File: config.mk
export PLATFORM = sky130hd
export DESIGN_NAME = rx_dest_filter
export DESIGN_NICKNAME = d
export VERILOG_FILES = /design/src/rtl/rxaf_pkg.sv /design/src/rtl/rxaf_capture.sv /design/src/rtl/rxaf_hash.sv /design/src/rtl/rxaf_decide.sv /design/src/rtl/rx_dest_filter.sv
export SDC_FILE = /design/constraint.sdc
export NUM_CORES = 1
export LEC_CHECK = 0
export BUFFER_PORTS_ARGS = -buffer_cell sky130_fd_sc_hd__buf_4
export CAP_MARGIN = 10
export CORE_MARGIN = 2
export CORE_UTILIZATION = 50
export CTS_CLUSTER_DIAMETER = 30
export DETAILED_ROUTE_END_ITERATION = 12
export GPL_ROUTABILITY_DRIVEN = 1
export HOLD_SLACK_MARGIN = 0.1
export PLACE_DENSITY_LB_ADDON = 0.08
export SKIP_LAST_GASP = 1
export SYNTH_ARGS = -nofsm -noshare
export SYNTH_HDL_FRONTEND = slang
export SYNTH_SLANG_ARGS = --single-unit
File: constraint.sdc
create_clock -name clk -period 3.1 [get_ports clk]
set_input_delay 0.155 -clock clk [delete_from_list [all_inputs] [get_ports clk]]
set_output_delay 0.155 -clock clk [all_outputs]
set_load 0.02 [all_outputs]
File: src/rtl/rxaf_pkg.sv
package rxaf_pkg;
    localparam int unsigned ADDR_BYTES = 6;
    localparam int unsigned ADDR_W     = ADDR_BYTES * 8;
    localparam int unsigned HASH_BINS  = 64;
    localparam int unsigned HASH_IDX_W = $clog2(HASH_BINS);
    localparam int unsigned CRC_W      = 32;
    localparam logic [CRC_W-1:0] CRC_POLY = 32'h04C1_1DB7;
    localparam logic [CRC_W-1:0] CRC_SEED = '1;

    typedef struct packed {
        logic acc_bcast;
        logic acc_mcast;
        logic promisc;
        logic acc_runt;
        logic keep_bad;
    } filt_cfg_t;

    // Advance the CRC register over one byte, least significant bit first.
    function automatic logic [CRC_W-1:0] crc_feed_byte(input logic [CRC_W-1:0] c,
                                                       input logic [7:0] b);
        logic [CRC_W-1:0] r;
        logic             fb;
        r = c;
        for (int i = 0; i < 8; i++) begin
            fb = r[CRC_W-1] ^ b[i];
            r  = {r[CRC_W-2:0], 1'b0};
            if (fb) r = r ^ CRC_POLY;
        end
        return r;
    endfunction
endpackage

File: src/rtl/rxaf_capture.sv
module rxaf_capture
    import rxaf_pkg::*;
#(
    parameter int unsigned LEN_W = 12
) (
    input  logic              clk,
    input  logic              rst_n,
    input  logic              in_valid,
    input  logic [7:0]        in_data,
    input  logic              in_last,
    output logic [ADDR_W-1:0] dest_now,
    output logic [LEN_W-1:0]  len_now,
    output logic              addr_phase
);
    localparam logic [LEN_W-1:0] LEN_MAX  = '1;
    localparam logic [LEN_W-1:0] ADDR_END = LEN_W'(ADDR_BYTES);

    typedef struct packed {
        logic [LEN_W-1:0]  len;
        logic [ADDR_W-1:0] dest;
    } cap_t;

    cap_t cap_q, cap_adv, cap_d;

    always_comb begin
        cap_adv = cap_q;
        if (in_valid) begin
            for (int k = 0; k < int'(ADDR_BYTES); k++) begin
                if (cap_q.len == LEN_W'(k)) cap_adv.dest[k*8 +: 8] = in_data;
            end
            if (cap_q.len != LEN_MAX) cap_adv.len = cap_q.len + 1'b1;
        end
        cap_d = cap_adv;
        // the next frame restarts its byte count
        if (in_valid && in_last) cap_d.len = '0;
    end

    always_ff @(posedge clk or negedge rst_n) begin
        if (!rst_n) cap_q <= '0;
        else        cap_q <= cap_d;
    end

    assign dest_now   = cap_adv.dest;
    assign len_now    = cap_adv.len;
    assign addr_phase = (cap_q.len < ADDR_END);

    // the length count starts from zero after a last byte
    a_r10_len_restart: assert property (@(posedge clk) disable iff (!rst_n)
        (in_valid && in_last) |=> (addr_phase && !$stable(cap_q.len) || cap_q.len == '0));
endmodule

File: src/rtl/rxaf_hash.sv
module rxaf_hash
    import rxaf_pkg::*;
(
    input  logic                  clk,
    input  logic                  rst_n,
    input  logic                  in_valid,
    input  logic [7:0]            in_data,
    input  logic                  in_last,
    input  logic                  addr_phase,
    output logic [HASH_IDX_W-1:0] hash_idx_now
);
    logic [CRC_W-1:0] crc_q, crc_adv, crc_d;

    always_comb begin
        crc_adv = crc_q;
        if (in_valid && addr_phase) crc_adv = crc_feed_byte(crc_q, in_data);
        crc_d = crc_adv;
        if (in_valid && in_last) crc_d = CRC_SEED;
    end

    always_ff @(posedge clk or negedge rst_n) begin
        if (!rst_n) crc_q <= CRC_SEED;
        else        crc_q <= crc_d;
    end

    // the bin index is the top six bits of the register
    assign hash_idx_now = crc_adv[CRC_W-1 -: HASH_IDX_W];

    // outside the address bytes the register does not move
    a_r3_crc_hold: assert property (@(posedge clk) disable iff (!rst_n)
        (!addr_phase && !(in_valid && in_last)) |=> $stable(crc_q));
endmodule

File: src/rtl/rxaf_decide.sv
module rxaf_decide
    import rxaf_pkg::*;
#(
    parameter int unsigned LEN_W   = 12,
    parameter int unsigned MIN_LEN = 64
) (
    input  logic                  clk,
    input  logic                  rst_n,
    input  logic                  fire,
    input  logic                  bad_crc,
    input  logic                  bad_align,
    input  logic [ADDR_W-1:0]     dest,
    input  logic [LEN_W-1:0]      len,
    input  logic [HASH_IDX_W-1:0] hash_idx,
    input  logic [ADDR_W-1:0]     station,
    input  logic [HASH_BINS-1:0]  hash_table,
    input  filt_cfg_t             cfg,
    output logic                  dec_valid,
    output logic                  dec_accept,
    output logic                  dec_group
);
    localparam logic [LEN_W-1:0] LEN_MIN  = LEN_W'(MIN_LEN);
    localparam logic [LEN_W-1:0] LEN_ADDR = LEN_W'(ADDR_BYTES);

    typedef struct packed {
        logic valid;
        logic accept;
        logic group;
    } dec_t;

    dec_t dec_q, dec_d;
    logic is_group, is_bcast, addr_ok, len_ok, clean_ok;

    always_comb begin
        is_group = dest[0];
        is_bcast = &dest;
        if (is_bcast)      addr_ok = cfg.acc_bcast;
        else if (is_group) addr_ok = cfg.acc_mcast && hash_table[hash_idx];
        else               addr_ok = cfg.promisc || (dest == station);
        len_ok   = (len >= LEN_ADDR) && ((len >= LEN_MIN) || cfg.acc_runt);
        clean_ok = !(bad_crc || bad_align) || cfg.keep_bad;
        dec_d.valid  = fire;
        dec_d.accept = fire && addr_ok && len_ok && clean_ok;
        dec_d.group  = fire && addr_ok && len_ok && clean_ok && is_group;
    end

    always_ff @(posedge clk or negedge rst_n) begin
        if (!rst_n) dec_q <= '0;
        else        dec_q <= dec_d;
    end

    assign dec_valid  = dec_q.valid;
    assign dec_accept = dec_q.accept;
    assign dec_group  = dec_q.group;

    a_r1_bcast_off: assert property (@(posedge clk) disable iff (!rst_n)
        (fire && (&dest) && !cfg.acc_bcast) |=> !dec_accept);
    a_r5_runt_drop: assert property (@(posedge clk) disable iff (!rst_n)
        (fire && !cfg.acc_runt && (len < LEN_MIN)) |=> !dec_accept);
    a_r6_err_drop: assert property (@(posedge clk) disable iff (!rst_n)
        (fire && (bad_crc || bad_align) && !cfg.keep_bad) |=> !dec_accept);
    a_r7_group_needs_accept: assert property (@(posedge clk) disable iff (!rst_n)
        dec_group |-> dec_accept);
    a_r8_valid_after_last: assert property (@(posedge clk) disable iff (!rst_n)
        dec_valid |-> $past(fire));
    a_r8_quiet_outputs: assert property (@(posedge clk) disable iff (!rst_n)
        !dec_valid |-> !dec_accept && !dec_group);
endmodule

File: src/rtl/rx_dest_filter.sv
module rx_dest_filter
    import rxaf_pkg::*;
#(
    parameter int unsigned LEN_W   = 12,
    parameter int unsigned MIN_LEN = 64
) (
    input  logic        clk,
    input  logic        rst_n,
    input  logic        in_valid,
    input  logic [7:0]  in_data,
    input  logic        in_last,
    input  logic        in_crc_err,
    input  logic        in_align_err,
    input  logic [47:0] station_addr,
    input  logic [63:0] hash_table,
    input  logic        cfg_acc_bcast,
    input  logic        cfg_acc_mcast,
    input  logic        cfg_promisc,
    input  logic        cfg_acc_runt,
    input  logic        cfg_keep_bad,
    output logic        dec_valid,
    output logic        dec_accept,
    output logic        dec_group
);
    logic [ADDR_W-1:0]     dest_now;
    logic [LEN_W-1:0]      len_now;
    logic                  addr_phase;
    logic [HASH_IDX_W-1:0] hash_idx_now;
    filt_cfg_t             cfg;

    always_comb begin
        cfg.acc_bcast = cfg_acc_bcast;
        cfg.acc_mcast = cfg_acc_mcast;
        cfg.promisc   = cfg_promisc;
        cfg.acc_runt  = cfg_acc_runt;
        cfg.keep_bad  = cfg_keep_bad;
    end

    rxaf_capture #(.LEN_W(LEN_W)) u_capture (
        .clk(clk), .rst_n(rst_n), .in_valid(in_valid), .in_data(in_data),
        .in_last(in_last), .dest_now(dest_now), .len_now(len_now),
        .addr_phase(addr_phase)
    );

    rxaf_hash u_hash (
        .clk(clk), .rst_n(rst_n), .in_valid(in_valid), .in_data(in_data),
        .in_last(in_last), .addr_phase(addr_phase), .hash_idx_now(hash_idx_now)
    );

    rxaf_decide #(.LEN_W(LEN_W), .MIN_LEN(MIN_LEN)) u_decide (
        .clk(clk), .rst_n(rst_n), .fire(in_valid && in_last),
        .bad_crc(in_crc_err), .bad_align(in_align_err), .dest(dest_now),
        .len(len_now), .hash_idx(hash_idx_now), .station(station_addr),
        .hash_table(hash_table), .cfg(cfg), .dec_valid(dec_valid),
        .dec_accept(dec_accept), .dec_group(dec_group)
    );
endmodule

==> impl_metrics.json, run 1 <==
{
  "status": "complete, but fails checks",
  "violations": "negative setup slack",
  "drt_iter0_drc": 526,
  "slowest_stage": "or4b_4",
  "worst_pin_slew_ns": 0.729,
  "cts_tree": "done",
  "synth_top_family_by_area": "simple AND/OR/NAND/NOR gates",
  "path_cells": "or4b_4 > buf_6 > nor4_4 > buf_6 > mux2i_4 > buf_4 > xor2_1 > nand3_2 > nor4_4 > nand4_1 > and4_4 > a211oi_2",
  "rrSetupSlack_ns": -0.13,
  "wire_per_inst_um": 20.7,
  "synth-seq-area-share_pct": 35.0,
  "critical_path_depth": 12,
  "power_density_nw_per_um2": 1010,
  "slew_headroom_pct": 51.4,
  "clock_path_buffers": 2,
  "startpoint": "u_capture.cap_q[58]",
  "synth_simple_gate_area_share_pct": 17.8,
  "maxSlewViolCount": 0,
  "power.leakage_nw": 4.30,
  "synthTopCellsByArea": "dfrtp_1, dfstp_2, xnor2_1",
  "hold_class": "in2reg",
  "required_ns": 3.37,
  "synth_edf_count": 0,
  "synth_compound_area_share_pct": 15.9,
  "synth_mux_area_share_pct": 9.55,
  "synthTopCellsByCount": "nand2_1, dfrtp_1, xnor2_1",
  "design.core.area_um2": 13300,
  "clkSlewWorstSetupHoldPaths_ns": 0.07,
  "max_freq_ghz": 0.310,
  "n_antenna_cell": 0,
  "synth_nets": 896,
  "synth_xor_area_share_pct": 15.9,
  "worstPathMaxFanout": 5,
  "finalSetupTns_ns": -0.239,
  "rsz0062_at_grt": "true",
  "grt_max_degree": 53,
  "synth.most_common_cell": "nand2_1",
  "synthAdderAreaFrac_pct": 0.724,
  "synth_largest_area_cell": "dfrtp_1",
  "ir_worst_vdd_v": 0.000723,
  "final_cell_area_um2": 9490,
  "grt_pass1_wl_mm": 36.4,
  "die_w_um": 122,
  "port_buffers": 133,
  "fin_nets": 1129,
  "grt_pass1_vias": 6843,
  "dp_hpwl_mm": 18.4,
  "drive_gt1_share_pct": 39.2,
  "clk-insertion-delay-late_ns": 0.36,
  "endpoint_kind": "flop",
  "wl_mm": 24.3,
  "avgViaCountPerCell": 5.82,
  "r2r-end": "u_decide.dec_group",
  "overflow": 0,
  "hold_ws_ns": 0.165,
  "syn_inst": 761,
  "async_flop_share_pct": 100,
  "cp-endpoint": "u_decide.dec_group",
  "grt_util_all_layers_pct": 32.8,
  "fin_ws_ns": -0.130,
  "drtAntennaViolNets": 0,
  "synth_ff_type": "dfrtp_1",
  "r2r-start": "u_capture.cap_q[58]",
  "ios": 134,
  "period_needed_ns": 3.23,
  "cts_made_buffers": 9,
  "drt-pass1-iter-count": 5,
  "reg2regPathDepth": 12,
  "initial_utilization_pct": 51.8,
  "hp-start": "in_data[5]",
  "path_delay_family": "simple AND/OR/NAND/NOR gates",
  "netlist.area_leader.share_pct": 22.8,
  "critPathArrivalTime_ns": 3.49,
  "worstSetupPathType": "reg2reg",
  "cp-start-kind": "flop",
  "setup_viol": 2,
  "yosysWarningCount": 0,
  "htreeDepth": 3,
  "chipHeight_um": 122,
  "synth_cell_types": 80,
  "clock_skew_ns": 0.0122,
  "syn_avg_cell_area_um2": 9.09,
  "timing_hold_violations_final": 0,
  "antenna_found_initial": 0,
  "num_vias": 6836,
  "drcViolationCount": 0,
  "gp_congestion": 0.914,
  "clock_sinks": 95,
  "synth.cell_area_um2": 6910,
  "dpl_cell_area_um2": 8700,
  "dieArea_um2": 14800,
  "root_buffer": "clkbuf_16",
  "cp_slowest_stage_delay_ns": 0.57,
  "max_cap_violations": 0,
  "synth-seq-cells": 95,
  "rows": 42,
  "syn_to_final_growth_pct": 37.3,
  "period_share_pct": 104,
  "critPathBufInv": 3
}
==> cells in the final DEF, fill, tap and decap left out, types with 5 or more instances in the layout <==
master,count
nand3b_1,5
xnor2_2,9
o211ai_1,5
dfrtp_1,62
mux2_2,25
o21ai_0,38
mux2_4,5
clkbuf_16,9
nor3_1,6
buf_6,11
nand2_1,70
xor2_1,37
and3_1,6
nor2_1,61
o21ai_1,6
nor3b_1,9
xnor2_1,57
mux2i_1,26
nand4_1,20
a21oi_1,48
dfstp_2,32
nand3_1,20
inv_1,42
a31oi_1,8
a211oi_1,6
buf_4,245
==> kinds of logic (layout without fill, tap and decap cells) <==
| kind of cell | after synthesis | after routing |
|---|---|---|
| AOI/OAI and AO/OA | 170 | 170 |
| xor gates and xnor gates | 110 | 110 |
| adders and majority gates | 4 | 4 |
| buffers and inverters | 81 | 319 |
| DFF | 95 | 95 |
| muxes | 61 | 61 |
| and+or+nand+nor | 240 | 240 |
==> worst register-to-register path: cells and delay by family (launching register included) <==
family,cells,cell delay (ns)
flops,1,0.40
xor+xnor,1,0.24
simple gates,6,1.57
buf+inv,3,0.48
mux,1,0.26
compound gates,1,0.18
==> where the power goes <==
part / internal (W) / total [W] / switching (W) / leakage (nW)
combinational: 0.00309 / 0.00624 / 0.00315 / 3.02
clock: 0.000554 / 0.00109 / 0.000535 / 0.141
sequential: 0.00186 / 0.00229 / 0.000430 / 1.13
==> layer usage <==
metal / vias up / track usage [%] / part of all wire, % / wire [µm]
met1: 3318 / 44.3 / 43 / 10500
met2: 285 / 54.3 / 48 / 11600
met4: 0 / 11.8 / 3.1 / 748
li1: 3179 / - / - / -
met3: 54 / 4.17 / 5.7 / 1380
met5: - / 0 / 0 / 0
==> how the worst min path moves through the flow <==
stage / endpoint / slack, ns / cells past startpoint
after global placement: u_capture.cap_q[55] / 0.24 / 1
final: u_capture.cap_q[45] / 0.17 / 3
after floorplan: u_capture.cap_q[0] / -0.14 / 0
after CTS: u_capture.cap_q[45] / 0.14 / 3
after detailed placement: u_capture.cap_q[55] / 0.25 / 1
after global routing: u_decide.dec_group / 0.19 / 3
==> flip-flops by register name, indices dropped and copies added (netlist names) <==
name                 count
u_decide.dec_accept      1
u_capture.cap_q         60
u_decide.dec_valid       1
u_decide.dec_group       1
u_hash.crc_q            32
==> area by class of cell <==
cell class,instances,area [µm²]
sequential,95,2420
multi-input combinational,585,4420
fill,1061,3850
inverter,43,161
clock inverter,7,52.6
clock buffer,9,225
tap,176,220
timing repair buffer,260,2000
==> timing repair <==
| item | 4_1_cts | 5_1_grt |
|---|---|---|
| cloned | 1 | 1 |
| hold buffers | 3 | 0 |
| setup buffers | 13 | 9 |
| resized for setup | 28 | 41 |
| hold endpoints to repair | 43 | 0 |
| pin swaps | 22 | 22 |
| endpoints found under the setup margin | 2 | 2 |
==> through the flow <==
step / total power (W) / worst slack (ns) / instances / util, %
floorplan: 0.00619 / 0.00279 / 761 / -
global placement: 0.00790 / -0.382 / 1133 / 65.2
detailed placement: 0.00804 / -0.359 / 1133 / 65.2
CTS: 0.00931 / -0.182 / 1166 / 69.2
global route: 0.0102 / -0.193 / 1175 / 71.1
finish: 0.00962 / -0.130 / 1175 / 71.1
Power figures use the tool's default switching activity.
==> run 2, diff against run 1 <==
- ABC_AREA: unset -> 1
- CORE_UTILIZATION: 50 -> 51
- CTS_CLUSTER_DIAMETER: 30 -> unset
==> impl_metrics.json, run 2 <==
{
  "intPower_w": 0.00388,
  "grt_util_all_layers_pct": 26.1,
  "crit_top_cell": "nand2_1",
  "drive_gt1_share_pct": 22.2,
  "wl_mm": 18.0,
  "synth-seq-cells": 95,
  "status": "finished clean",
  "drt-pass1-iter-count": 5,
  "hold_class": "in2reg",
  "clkSlewWorstSetupHoldPaths_ns": 0.07,
  "clock_sinks": 95,
  "drt_iter0_drc": 381,
  "power.leakage_nw": 4.29,
  "ir_worst_vdd_v": 0.000659,
  "required_ns": 3.33,
  "routed.top_layer": "met4",
  "final_common_cell": "nand2_1",
  "rsz0062_at_grt": "false",
  "synth_largest_area_cell": "dfrtp_1",
  "syn_avg_cell_area_um2": 7.13,
  "cp-start-kind": "flop",
  "max_freq_ghz": 0.359,
  "synthTopCellsByArea": "dfrtp_1, nand2_1, dfstp_2",
  "clock_skew_ns": 0.00804,
  "path_cells": "nor2_1 > nand3_2 > nor2_8 > nand3_4 > nand2_1 > o21ai_0 > nor4_1 > nand3_1 > nor3_2 > nand2_1 > nand2_1 > nor2_1 > nand2_1 > nor2_1",
  "p_comb_share_pct": 55.5,
  "cts_tree": "done",
  "endpoint_kind": "flop",
  "route.met2.wl_mm": 8.29,
  "cts_resized": 0,
  "critPathArrivalTime_ns": 3.01,
  "n_antenna_cell": 0,
  "r2r-end": "u_decide.dec_group",
  "avgViaCountPerCell": 4.96,
  "design.core.area_um2": 13100,
  "hp-start": "in_data[2]",
  "die_w_um": 120,
  "largest_reg_flops": 60,
  "swShare_pct": 44.4,
  "whs_path_depth": 3,
  "fin_nets": 1225,
  "gp_congestion": 0.879,
  "switching_power_w": 0.00310,
  "port_buffers": 133,
  "slew_headroom_pct": 30.4,
  "htreeDepth": 3,
  "syn_to_final_growth_pct": 20.7,
  "fill_cells": 1243,
  "synth_nets": 1093,
  "setup_viol": 0,
  "worstSetupPathType": "reg2reg",
  "rrSetupSlack_ns": 0.32,
  "drcViolationCount": 0,
  "regMostFlops": "u_capture.cap_q",
  "ios": 134,
  "finalPower_w": 0.00699,
  "period_needed_ns": 2.78,
  "drt-met1-wl_mm": 8.45,
  "num_vias": 6300,
  "p_clk_share_pct": 15.2,
  "synth.most_common_cell": "nand2_1",
  "cp_slowest_stage_delay_ns": 0.43,
  "synth_edf_count": 0,
  "worstPathMaxFanout": 16,
  "worst_pin_slew_ns": 1.04,
  "synth.cell_area_um2": 6830,
  "dp_hpwl_mm": 13.7,
  "grt_max_degree": 82,
  "reg2regPathDepth": 14,
  "root_buffer": "clkbuf_16",
  "drtAntennaViolNets": 0,
  "antenna_found_initial": 0,
  "yosysWarningCount": 0,
  "clock_path_buffers": 2,
  "max_cap_violations": 0,
  "power_density_nw_per_um2": 847,
  "syn_inst": 958,
  "synth-seq-area-share_pct": 35.4,
  "hold_end": "u_capture.cap_q[18]",
  "r2r-start": "u_capture.cap_q[53]",
  "synthTopCellsByCount": "nand2_1, inv_1, nand3_1",
  "clk-insertion-delay-late_ns": 0.35,
  "wire_per_inst_um": 14.1,
  "maxSlewViolCount": 0,
  "cts_made_buffers": 9,
  "netlist.area_leader.share_pct": 23.1,
  "async_flop_share_pct": 100,
  "final_cell_mix": "nand2_1, inv_1, buf_4",
  "grt_pass1_wl_mm": 29.7,
  "overflow": 0,
  "grt_pass1_vias": 5907,
  "period_share_pct": 89.7,
  "initial_utilization_pct": 52.0,
  "synth_ff_type": "dfrtp_1",
  "rows": 42,
  "timing_hold_violations_final": 0,
  "synth_cell_types": 42,
  "dr_wl_met3_um": 951,
  "slowest_stage": "nor4_1",
  "finalSetupTns_ns": 0,
  "top_regs": "u_capture.cap_q (60), u_hash.crc_q (32)",
  "chipHeight_um": 120,
  "sequentialPowerShare_pct": 29.4,
  "dieArea_um2": 14300
}
run 2: how the worst max path moves through the flow:
stage	start	to	depth (start not counted)
finish	u_capture.cap_q[53]	u_decide.dec_group	14
global route	u_capture.cap_q[52]	u_decide.dec_group	14
CTS	u_capture.cap_q[53]	u_decide.dec_group	14
detailed placement	u_capture.cap_q[53]	u_decide.dec_group	14
global placement	u_capture.cap_q[52]	u_decide.dec_group	14
floorplan	u_capture.cap_q[53]	u_decide.dec_group	15
run 2: cell type report:
type | count | area, µm² | share of cell area [%]
Multi-Input combinational cell | 681 | 3660 | 44.4
Sequential cell | 95 | 2420 | 29.3
Timing Repair Buffer | 142 | 1070 | 13.0
Inverter | 161 | 604 | 7.33
Clock buffer | 13 | 260 | 3.16
Tap cell | 176 | 220 | 2.67
Clock inverter | 3 | 17.5 | 0.212
run 2: kinds of logic (layout without fill, tap and decap cells):
kind of cell | Yosys count | after routing | share of synthesized area (%)
simple gates | 474 | 474 | 31.3
buf+inv | 182 | 319 | 11.1
compound gates | 117 | 117 | 10.3
flops | 95 | 95 | 35.4
xor+xnor | 86 | 86 | 11.1
fa+ha+maj | 4 | 4 | 0.732
run 2: routing by layer:
layer,track usage [%],vias to the layer above
met5,0,-
li1,-,3272
met1,37.7,2868
met2,40.8,142
met3,3.66,18
met4,7.87,0
run 2: critical path: cells and delay by family, from the launching register on:
family	cells	cell delay [ns]
AO/OA/AOI/OAI	1	0.14
AND/OR/NAND/NOR	13	2.10
flip-flops	1	0.42
run 2: timing repair:
item                       4_1_cts  5_1_grt
setup buffers                    0        0
hold endpoints to repair        63        0
setup endpoints to repair        0        0
hold buffers                     1        0
run 2: power groups by stage:
stage / logic [W] / clock network, W / registers [W]
2_1_floorplan: 0.00306 / 0 / 0.00201
3_3_place_gp: 0.00382 / 0 / 0.00206
3_5_place_dp: 0.00385 / 0 / 0.00207
4_1_cts: 0.00388 / 0.00109 / 0.00205
5_1_grt: 0.00441 / 0.00113 / 0.00211
6_report: 0.00388 / 0.00106 / 0.00205
run 2: metrics by stage:
stage / hold slack (ns) / instances / util (%) / worst slack (ns) / area, µm²
finish: 0.140 / 1271 / 62.8 / 0.318 / 8250
global route: 0.149 / 1271 / 62.8 / 0.0506 / 8250
CTS: 0.140 / 1271 / 62.8 / 0.301 / 8250
detailed placement: 0.405 / 1254 / 60.6 / 0.325 / 7960
global placement: 0.395 / 1254 / 60.6 / 0.327 / 7960
floorplan: -0.141 / 958 / - / 0.791 / 6830
